<file path="config.mk">
export PLATFORM = sky130hd
export DESIGN_NAME = core_rst_seq
export DESIGN_NICKNAME = d
export VERILOG_FILES = /design/src/rtl/core_rst_pkg.sv /design/src/rtl/rst_seq_timer.sv /design/src/rtl/rst_seq_decode.sv /design/src/rtl/core_rst_seq.sv
export SDC_FILE = /design/constraint.sdc
export NUM_CORES = 1
export LEC_CHECK = 0
export ABC_AREA = 1
export BUFFER_PORTS_ARGS = -buffer_cell sky130_fd_sc_hd__buf_2
export CAP_MARGIN = 30
export CORE_MARGIN = 2
export CORE_UTILIZATION = 30
export CTS_CLUSTER_SIZE = 25
export DETAILED_ROUTE_END_ITERATION = 6
export HOLD_SLACK_MARGIN = 0.02
export PLACE_DENSITY = 0.48
export REMOVE_ABC_BUFFERS = 1
export SLEW_MARGIN = 0
export SYNTH_ARGS = -nofsm -noshare
export SYNTH_HDL_FRONTEND = slang
export SYNTH_HIERARCHICAL = 1
export SYNTH_SLANG_ARGS = --single-unit
</file>
<file path="constraint.sdc">
create_clock -name clk -period 2.2 [get_ports clk]
set_input_delay 0.44 -clock clk [delete_from_list [all_inputs] [get_ports clk]]
set_output_delay 0.44 -clock clk [all_outputs]
set_load 0.01 [all_outputs]
</file>
<file path="src/rtl/core_rst_pkg.sv">
package core_rst_pkg;

    typedef enum logic [1:0] {
        RK_PWRUP = 2'b00,
        RK_SOFT  = 2'b01,
        RK_DEBUG = 2'b10,
        RK_WDCLR = 2'b11
    } rst_kind_e;

    typedef enum logic [2:0] {
        PH_IDLE = 3'd0,
        PH_HOLD = 3'd1,
        PH_GATE = 3'd2,
        PH_OPEN = 3'd3,
        PH_DONE = 3'd4
    } phase_e;

    typedef struct packed {
        rst_kind_e kind;
        logic      wdog;
        logic      trace;
    } ctx_t;

    typedef struct packed {
        logic cpu_rst_n;
        logic dbg_rst_n;
        logic trc_rst_n;
        logic wdf_rst_n;
        logic cpu_off;
        logic dbg_off;
        logic trc_off;
    } pins_t;

    localparam pins_t PINS_QUIET = '{
        cpu_rst_n: 1'b1, dbg_rst_n: 1'b1, trc_rst_n: 1'b1, wdf_rst_n: 1'b1,
        cpu_off: 1'b0, dbg_off: 1'b0, trc_off: 1'b0
    };

    function automatic int unsigned floor_at(input int unsigned val, input int unsigned lo);
        return (val < lo) ? lo : val;
    endfunction

endpackage

</file>
<file path="src/rtl/rst_seq_timer.sv">
module rst_seq_timer #(
    parameter int unsigned CW = 5
) (
    input  logic          clk,
    input  logic          rst_n,
    input  logic          load_i,
    input  logic [CW-1:0] load_val_i,
    output logic          last_o
);

    logic [CW-1:0] cnt_d, cnt_q;

    always_comb begin
        cnt_d = cnt_q;
        if (load_i) begin
            cnt_d = load_val_i;
        end else if (cnt_q != '0) begin
            cnt_d = cnt_q - 1'b1;
        end
    end

    always_ff @(posedge clk or negedge rst_n) begin
        if (!rst_n) begin
            cnt_q <= '0;
        end else begin
            cnt_q <= cnt_d;
        end
    end

    assign last_o = (cnt_q == CW'(1));

    // a phase starts with the full length that was loaded
    p_load_len_r3: assert property (@(posedge clk) disable iff (!rst_n)
        load_i |=> (cnt_q == $past(load_val_i)));

    // the count only ever moves down by one between loads
    p_count_down_r3: assert property (@(posedge clk) disable iff (!rst_n)
        (!load_i && cnt_q != '0) |=> (cnt_q == $past(cnt_q) - 1'b1));

endmodule

</file>
<file path="src/rtl/rst_seq_decode.sv">
module rst_seq_decode
    import core_rst_pkg::*;
(
    input  phase_e phase_i,
    input  ctx_t   ctx_i,
    output pins_t  pins_o
);

    logic in_reset;
    logic gated;
    logic is_pwrup;

    assign in_reset = (phase_i == PH_HOLD) || (phase_i == PH_GATE);
    assign gated    = (phase_i == PH_GATE) || (phase_i == PH_OPEN);
    assign is_pwrup = (ctx_i.kind == RK_PWRUP);

    always_comb begin
        pins_o = PINS_QUIET;
        unique case (ctx_i.kind)
            RK_PWRUP, RK_SOFT: begin
                if (in_reset) begin
                    pins_o.cpu_rst_n = 1'b0;
                    pins_o.wdf_rst_n = !ctx_i.wdog;
                    if (is_pwrup) begin
                        pins_o.dbg_rst_n = 1'b0;
                        pins_o.trc_rst_n = !ctx_i.trace;
                    end
                end
                if (gated) begin
                    pins_o.cpu_off = 1'b1;
                    pins_o.dbg_off = 1'b1;
                    pins_o.trc_off = is_pwrup && ctx_i.trace;
                end
            end
            RK_DEBUG: begin
                if (phase_i == PH_HOLD) begin
                    pins_o.dbg_rst_n = 1'b0;
                end
            end
            RK_WDCLR: begin
                if (phase_i == PH_HOLD) begin
                    pins_o.wdf_rst_n = 1'b0;
                end
            end
            default: pins_o = PINS_QUIET;
        endcase
    end

endmodule

</file>
<file path="src/rtl/core_rst_seq.sv">
module core_rst_seq
    import core_rst_pkg::*;
#(
    parameter int unsigned HOLD_CYC   = 10,
    parameter int unsigned SETTLE_CYC = 10,
    parameter int unsigned DBG_CYC    = 10,
    parameter int unsigned WDF_CYC    = 2
) (
    input  logic       clk,
    input  logic       rst_n,
    input  logic       req_i,
    input  logic [1:0] req_type_i,
    input  logic       req_wdog_i,
    input  logic       trace_en_i,
    output logic       busy_o,
    output logic       done_o,
    output logic       cpu_rst_n_o,
    output logic       dbg_rst_n_o,
    output logic       trc_rst_n_o,
    output logic       wdf_rst_n_o,
    output logic       cpu_clk_off_o,
    output logic       dbg_clk_off_o,
    output logic       trc_clk_off_o
);

    localparam int unsigned HOLD_EFF   = floor_at(HOLD_CYC, 10);
    localparam int unsigned SETTLE_EFF = floor_at(SETTLE_CYC, 10);
    localparam int unsigned DBG_EFF    = floor_at(DBG_CYC, 1);
    localparam int unsigned WDF_EFF    = floor_at(WDF_CYC, 1);
    localparam int unsigned MAX_A      = (HOLD_EFF > SETTLE_EFF) ? HOLD_EFF : SETTLE_EFF;
    localparam int unsigned MAX_B      = (DBG_EFF > WDF_EFF) ? DBG_EFF : WDF_EFF;
    localparam int unsigned MAX_LEN    = (MAX_A > MAX_B) ? MAX_A : MAX_B;
    localparam int unsigned CW         = $clog2(MAX_LEN + 1);

    localparam logic [CW-1:0] LEN_HOLD   = CW'(HOLD_EFF);
    localparam logic [CW-1:0] LEN_SETTLE = CW'(SETTLE_EFF);
    localparam logic [CW-1:0] LEN_DBG    = CW'(DBG_EFF);
    localparam logic [CW-1:0] LEN_WDF    = CW'(WDF_EFF);

    typedef struct packed {
        phase_e phase;
        ctx_t   ctx;
        logic   done;
    } ctl_t;

    ctl_t          ctl_d, ctl_q;
    pins_t         pins_d, pins_q;
    logic          tmr_load;
    logic [CW-1:0] tmr_val;
    logic          tmr_last;

    rst_seq_timer #(.CW(CW)) i_timer (
        .clk       (clk),
        .rst_n     (rst_n),
        .load_i    (tmr_load),
        .load_val_i(tmr_val),
        .last_o    (tmr_last)
    );

    // Decode from the next state so the output flops line up with ctl_q.
    rst_seq_decode i_decode (
        .phase_i(ctl_d.phase),
        .ctx_i  (ctl_d.ctx),
        .pins_o (pins_d)
    );

    always_comb begin
        ctl_d      = ctl_q;
        ctl_d.done = 1'b0;
        tmr_load   = 1'b0;
        tmr_val    = '0;
        unique case (ctl_q.phase)
            PH_IDLE: begin
                if (req_i) begin
                    ctl_d.ctx.kind  = rst_kind_e'(req_type_i);
                    ctl_d.ctx.wdog  = req_wdog_i;
                    ctl_d.ctx.trace = trace_en_i;
                    ctl_d.phase     = PH_HOLD;
                    tmr_load        = 1'b1;
                    unique case (rst_kind_e'(req_type_i))
                        RK_DEBUG: tmr_val = LEN_DBG;
                        RK_WDCLR: tmr_val = LEN_WDF;
                        default:  tmr_val = LEN_HOLD;
                    endcase
                end
            end
            PH_HOLD: begin
                if (tmr_last) begin
                    if (ctl_q.ctx.kind == RK_PWRUP || ctl_q.ctx.kind == RK_SOFT) begin
                        ctl_d.phase = PH_GATE;
                        tmr_load    = 1'b1;
                        tmr_val     = LEN_SETTLE;
                    end else begin
                        ctl_d.phase = PH_DONE;
                        ctl_d.done  = 1'b1;
                    end
                end
            end
            PH_GATE: begin
                if (tmr_last) begin
                    ctl_d.phase = PH_OPEN;
                    tmr_load    = 1'b1;
                    tmr_val     = LEN_SETTLE;
                end
            end
            PH_OPEN: begin
                if (tmr_last) begin
                    ctl_d.phase = PH_DONE;
                    ctl_d.done  = 1'b1;
                end
            end
            PH_DONE: begin
                ctl_d.phase = PH_IDLE;
            end
            default: ctl_d.phase = PH_IDLE;
        endcase
    end

    always_ff @(posedge clk or negedge rst_n) begin
        if (!rst_n) begin
            ctl_q  <= '{phase: PH_IDLE, ctx: '0, done: 1'b0};
            pins_q <= PINS_QUIET;
        end else begin
            ctl_q  <= ctl_d;
            pins_q <= pins_d;
        end
    end

    assign busy_o        = (ctl_q.phase != PH_IDLE);
    assign done_o        = ctl_q.done;
    assign cpu_rst_n_o   = pins_q.cpu_rst_n;
    assign dbg_rst_n_o   = pins_q.dbg_rst_n;
    assign trc_rst_n_o   = pins_q.trc_rst_n;
    assign wdf_rst_n_o   = pins_q.wdf_rst_n;
    assign cpu_clk_off_o = pins_q.cpu_off;
    assign dbg_clk_off_o = pins_q.dbg_off;
    assign trc_clk_off_o = pins_q.trc_off;

    // the CPU reset is only ever released while its clock is stopped
    p_release_gated_r3: assert property (@(posedge clk) disable iff (!rst_n)
        $rose(cpu_rst_n_o) |-> cpu_clk_off_o);

    // trace pins shadow the CPU pins in a traced power-up
    p_trace_follow_r5: assert property (@(posedge clk) disable iff (!rst_n)
        (busy_o && ctl_q.ctx.kind == RK_PWRUP && ctl_q.ctx.trace)
        |-> (trc_rst_n_o == cpu_rst_n_o && trc_clk_off_o == cpu_clk_off_o));

    // a software reset keeps debug and trace state
    p_soft_keeps_dbg_r6: assert property (@(posedge clk) disable iff (!rst_n)
        (busy_o && ctl_q.ctx.kind == RK_SOFT)
        |-> (dbg_rst_n_o && trc_rst_n_o && !trc_clk_off_o));

    // a debug reset never stops a clock or resets the CPU
    p_debug_no_gate_r7: assert property (@(posedge clk) disable iff (!rst_n)
        (busy_o && ctl_q.ctx.kind == RK_DEBUG)
        |-> (!cpu_clk_off_o && !dbg_clk_off_o && !trc_clk_off_o && cpu_rst_n_o
             && trc_rst_n_o && wdf_rst_n_o));

    // a watchdog-flag clear touches nothing else
    p_wdclr_alone_r8: assert property (@(posedge clk) disable iff (!rst_n)
        (busy_o && ctl_q.ctx.kind == RK_WDCLR)
        |-> (cpu_rst_n_o && dbg_rst_n_o && trc_rst_n_o
             && !cpu_clk_off_o && !dbg_clk_off_o && !trc_clk_off_o));

    // done lasts one cycle and busy falls right after it
    p_done_single_r9: assert property (@(posedge clk) disable iff (!rst_n)
        done_o |=> (!done_o && !busy_o));

    // requests while busy leave the captured context alone
    p_ignore_busy_r10: assert property (@(posedge clk) disable iff (!rst_n)
        (busy_o && req_i) |=> $stable(ctl_q.ctx));

endmodule

</file>
==> flow_summary_export.csv <==
group,metric,value,unit
worst_setup_path,cp_max_fo,5,
routing,first_pass_iters,4,
sta,fmax,541,MHz
worst_setup_path,crit_slowest_cell,"dfrtp_1",
sta,finalCritPeriodShare,84.1,%
worst_setup_path,crit_chain,"inv_1, ha_1, inv_1, nor2_1, nor2_1, nand2_1, nand2_1, inv_1, nand3_1, inv_1, nand3_1, nand2_2, nand3_2, nand2_1, inv_1",
global_route,grt_max_degree,20,
logic_synthesis,yosysMostFrequentCell,"nand2_1",
worst_setup_path,worstPathArrival,2.11,ns
logic_synthesis,syn_area,987,um2
routing,wl_per_cell,9.79,um
routing,drc_errors,0,
clock_tree,ctsHoldBuffers,0,
clock_tree,cts_resized,0,
power_and_ir_drop,p_leak,0.598,nW
worst_setup_path,end_kind,"flip-flop",
power_and_ir_drop,power_density,1430,mW/mm2
die,num_rows,20,
die,dieArea,0.00377,mm2
sta,maxSlewViolCount,0,
status,status,"completed",
logic_synthesis,yosys-top-cells-count,"31 x nand2_1, 18 x inv_1, 15 x dfrtp_1",
logic_synthesis,synth_flop_cell,"dfrtp_1",
worst_setup_path,cp.required,2.46,ns
cells_and_area,layout.filler_cells,349,
clock_tree,cts-root-buf,"clkbuf_4",
cells_and_area,finalNonFillerCells,180,
logic_synthesis,synth.distinct_cells,24,
placed_design,placed_cells,176,
logic_synthesis,yosys_warnings,6,
worst_setup_path,slowest_delay,0.39,ns
worst_setup_path,crit_type,"flip-flop to flip-flop",
die,io_pins,16,
power_and_ir_drop,peakVddDrop,643,uV
worst_setup_path,worstSetupStartpointType,"flip-flop",
cells_and_area,final_nets,147,
global_route,grt_pass1_wl,3120,um
clock_tree,h-tree-depth,1,
routing,viasPerCell,4.24,
global_route,overflow,0,
routing,drt_first_iter_violations,31,
placed_design,numPortBuffers,15,
cells_and_area,final_layout_size_suffix_gt1_share,28.7,%
clock_tree,clk_latency,0.30,ns
logic_synthesis,netlist_instances,117,
placed_design,dp_hpwl,1400,um
worst_hold_path,hp-class,"input port to async pin",
global_route,antenna_found_initial,0,
sta,finClkSkew,0.00406,ns
global_route,track_usage,11.3,%
sta,min_period,1.85,ns
clock_tree,clock_sinks,19,
run,cap_violations,0,
logic_synthesis,synth.avg_cell_area,8.44,um2
cells_and_area,syn_to_final_growth,15.8,%
sta,setup-tns-final,0,ns
clock_tree,clk_path_buf_depth,2,
logic_synthesis,synth_area_leaders,"dfrtp_1 38%, nand2_1 12%, dfstp_2 11%",
logic_synthesis,ys_ff_latch,19,
logic_synthesis,async_flop_share,100,%
worst_setup_path,crit_top_cell,"inv_1",
logic_synthesis,ys_seq_area_share,48.7,%
die,start_util,31.8,%
routing,vias,763,
clock_tree,cts.clk_slew.worst_paths,0.12,ns
logic_synthesis,yosys.area.top_type_share,38.0,%
logic_synthesis,synth_edf_count,0,
sta,setup_viol,0,
clock_tree,numCtsBuffers,3,
clock_tree,postCtsSetupRepairBufs,0,
die,dieWidth,61.4,um
worst_setup_path,r2r_cells,15,
die,die_y,61.4,um
global_route,grt_pass1_vias,724,
sta,hold_viol,0,
routing,postRouteAntennaNets,0,
routing,wirelength,1760,um
placed_design,gp_congestion,0.750,
cells_and_area,diodes,0,
die,core-area,0.00310,mm2
sta,rsz0062_at_grt,"false",
clock_tree,cts_tree,"built",
logic_synthesis,yosys.area.top_type,"dfrtp_1",
-- report_power, final --
group | internal (mW) | total, mW | switching, mW | leakage (nW)
combinational | 0.306 | 0.853 | 0.547 | 0.351
sequential | 0.519 | 0.598 | 0.0793 | 0.233
clock | 0.0693 | 0.189 | 0.119 | 0.0139
-- routing by layer --
metal  track usage, %  vias up  wire length, um
met2             19.0       16              871
met4             1.82        0               16
met1             14.4      349              810
li1                 -      396                -
met3             3.78        2               64
met5                0        -                0
-- area by class of cell --
type	instances	area, um2	share of cell area (%)
Multi-Input combinational cell	78	425	37.2
Sequential cell	19	480	42.0
Inverter	20	77.6	6.78
Tap cell	44	55.1	4.81
Timing Repair Buffer	15	75.1	6.56
Clock inverter	1	7.51	0.656
Clock buffer	3	22.5	1.97
-- cells by family after synthesis --
family	after synthesis	share of synthesized area, %
and+or+nand+nor	63	32.4
buffers and inverters	21	8.62
DFF	19	48.7
AOI/OAI and AO/OA	10	6.08
adders and majority gates	3	3.80
other	1	0.380
-- registers in the layout, indices dropped and copies added, names as in the netlist --
| register | count |
|---|---|
| ctl_q | 7 |
| trc_rst_n_o | 1 |
| i_timer/cnt_q | 4 |
| done_o | 1 |
| cpu_rst_n_o | 1 |
| wdf_rst_n_o | 1 |
| dbg_clk_off_o | 1 |
| cpu_clk_off_o | 1 |
| trc_clk_off_o | 1 |
| dbg_rst_n_o | 1 |
-- stage by stage --
| stage | setup slack (ns) | hold slack [ns] | util, % | power, mW | area [um2] |
|---|---|---|---|---|---|
| after floorplan | 0.570 | 0.144 | - | 1.26 | 983 |
| after global placement | 0.401 | 0.410 | 35.9 | 1.46 | 1110 |
| after detailed placement | 0.348 | 0.402 | 35.9 | 1.47 | 1110 |
| after CTS | 0.334 | 0.0582 | 36.9 | 1.67 | 1140 |
| after global routing | 0.112 | 0.0644 | 36.9 | 1.81 | 1140 |
| final | 0.351 | 0.0464 | 36.9 | 1.64 | 1140 |
-- final timing paths --
path,slack [ns],start,to
max,0.35,i_timer/cnt_q[1]$_DFFE_PN0P_,wdf_rst_n_o$_DFF_PN1_
min in group clk,0.37,req_wdog_i,ctl_q[2]$_DFF_PN0_
min reg2reg,0.51,ctl_q[2]$_DFF_PN0_,ctl_q[2]$_DFF_PN0_
max in group asynchronous,1.83,rst_n,trc_rst_n_o$_DFF_PN1_
max reg2reg,0.35,i_timer/cnt_q[1]$_DFFE_PN0P_,wdf_rst_n_o$_DFF_PN1_
min,0.05,rst_n,done_o$_DFF_PN0_
-- placed cells by master (no fill, tap or decap), drive strengths merged --
cell	synthesis	final
nand2	35	35
inv	20	20
dfrtp	15	15
buf	1	15
nor2	14	14
nand3	9	9
o21ai	6	6
nand4	4	4
dfstp	4	4
a21oi	3	3
clkbuf	0	3
ha	3	3
conb	1	2
clkinvlp	0	1
or2	1	1
a21boi	1	1
-- worst max-delay path, delay by kind of cell (launching register included) --
family	cells	cell delay (ns)
adders and majority gates	1	0.15
and+or+nand+nor	9	0.91
buffers and inverters	5	0.33
DFF	1	0.39
Power figures use the tool's default switching activity.
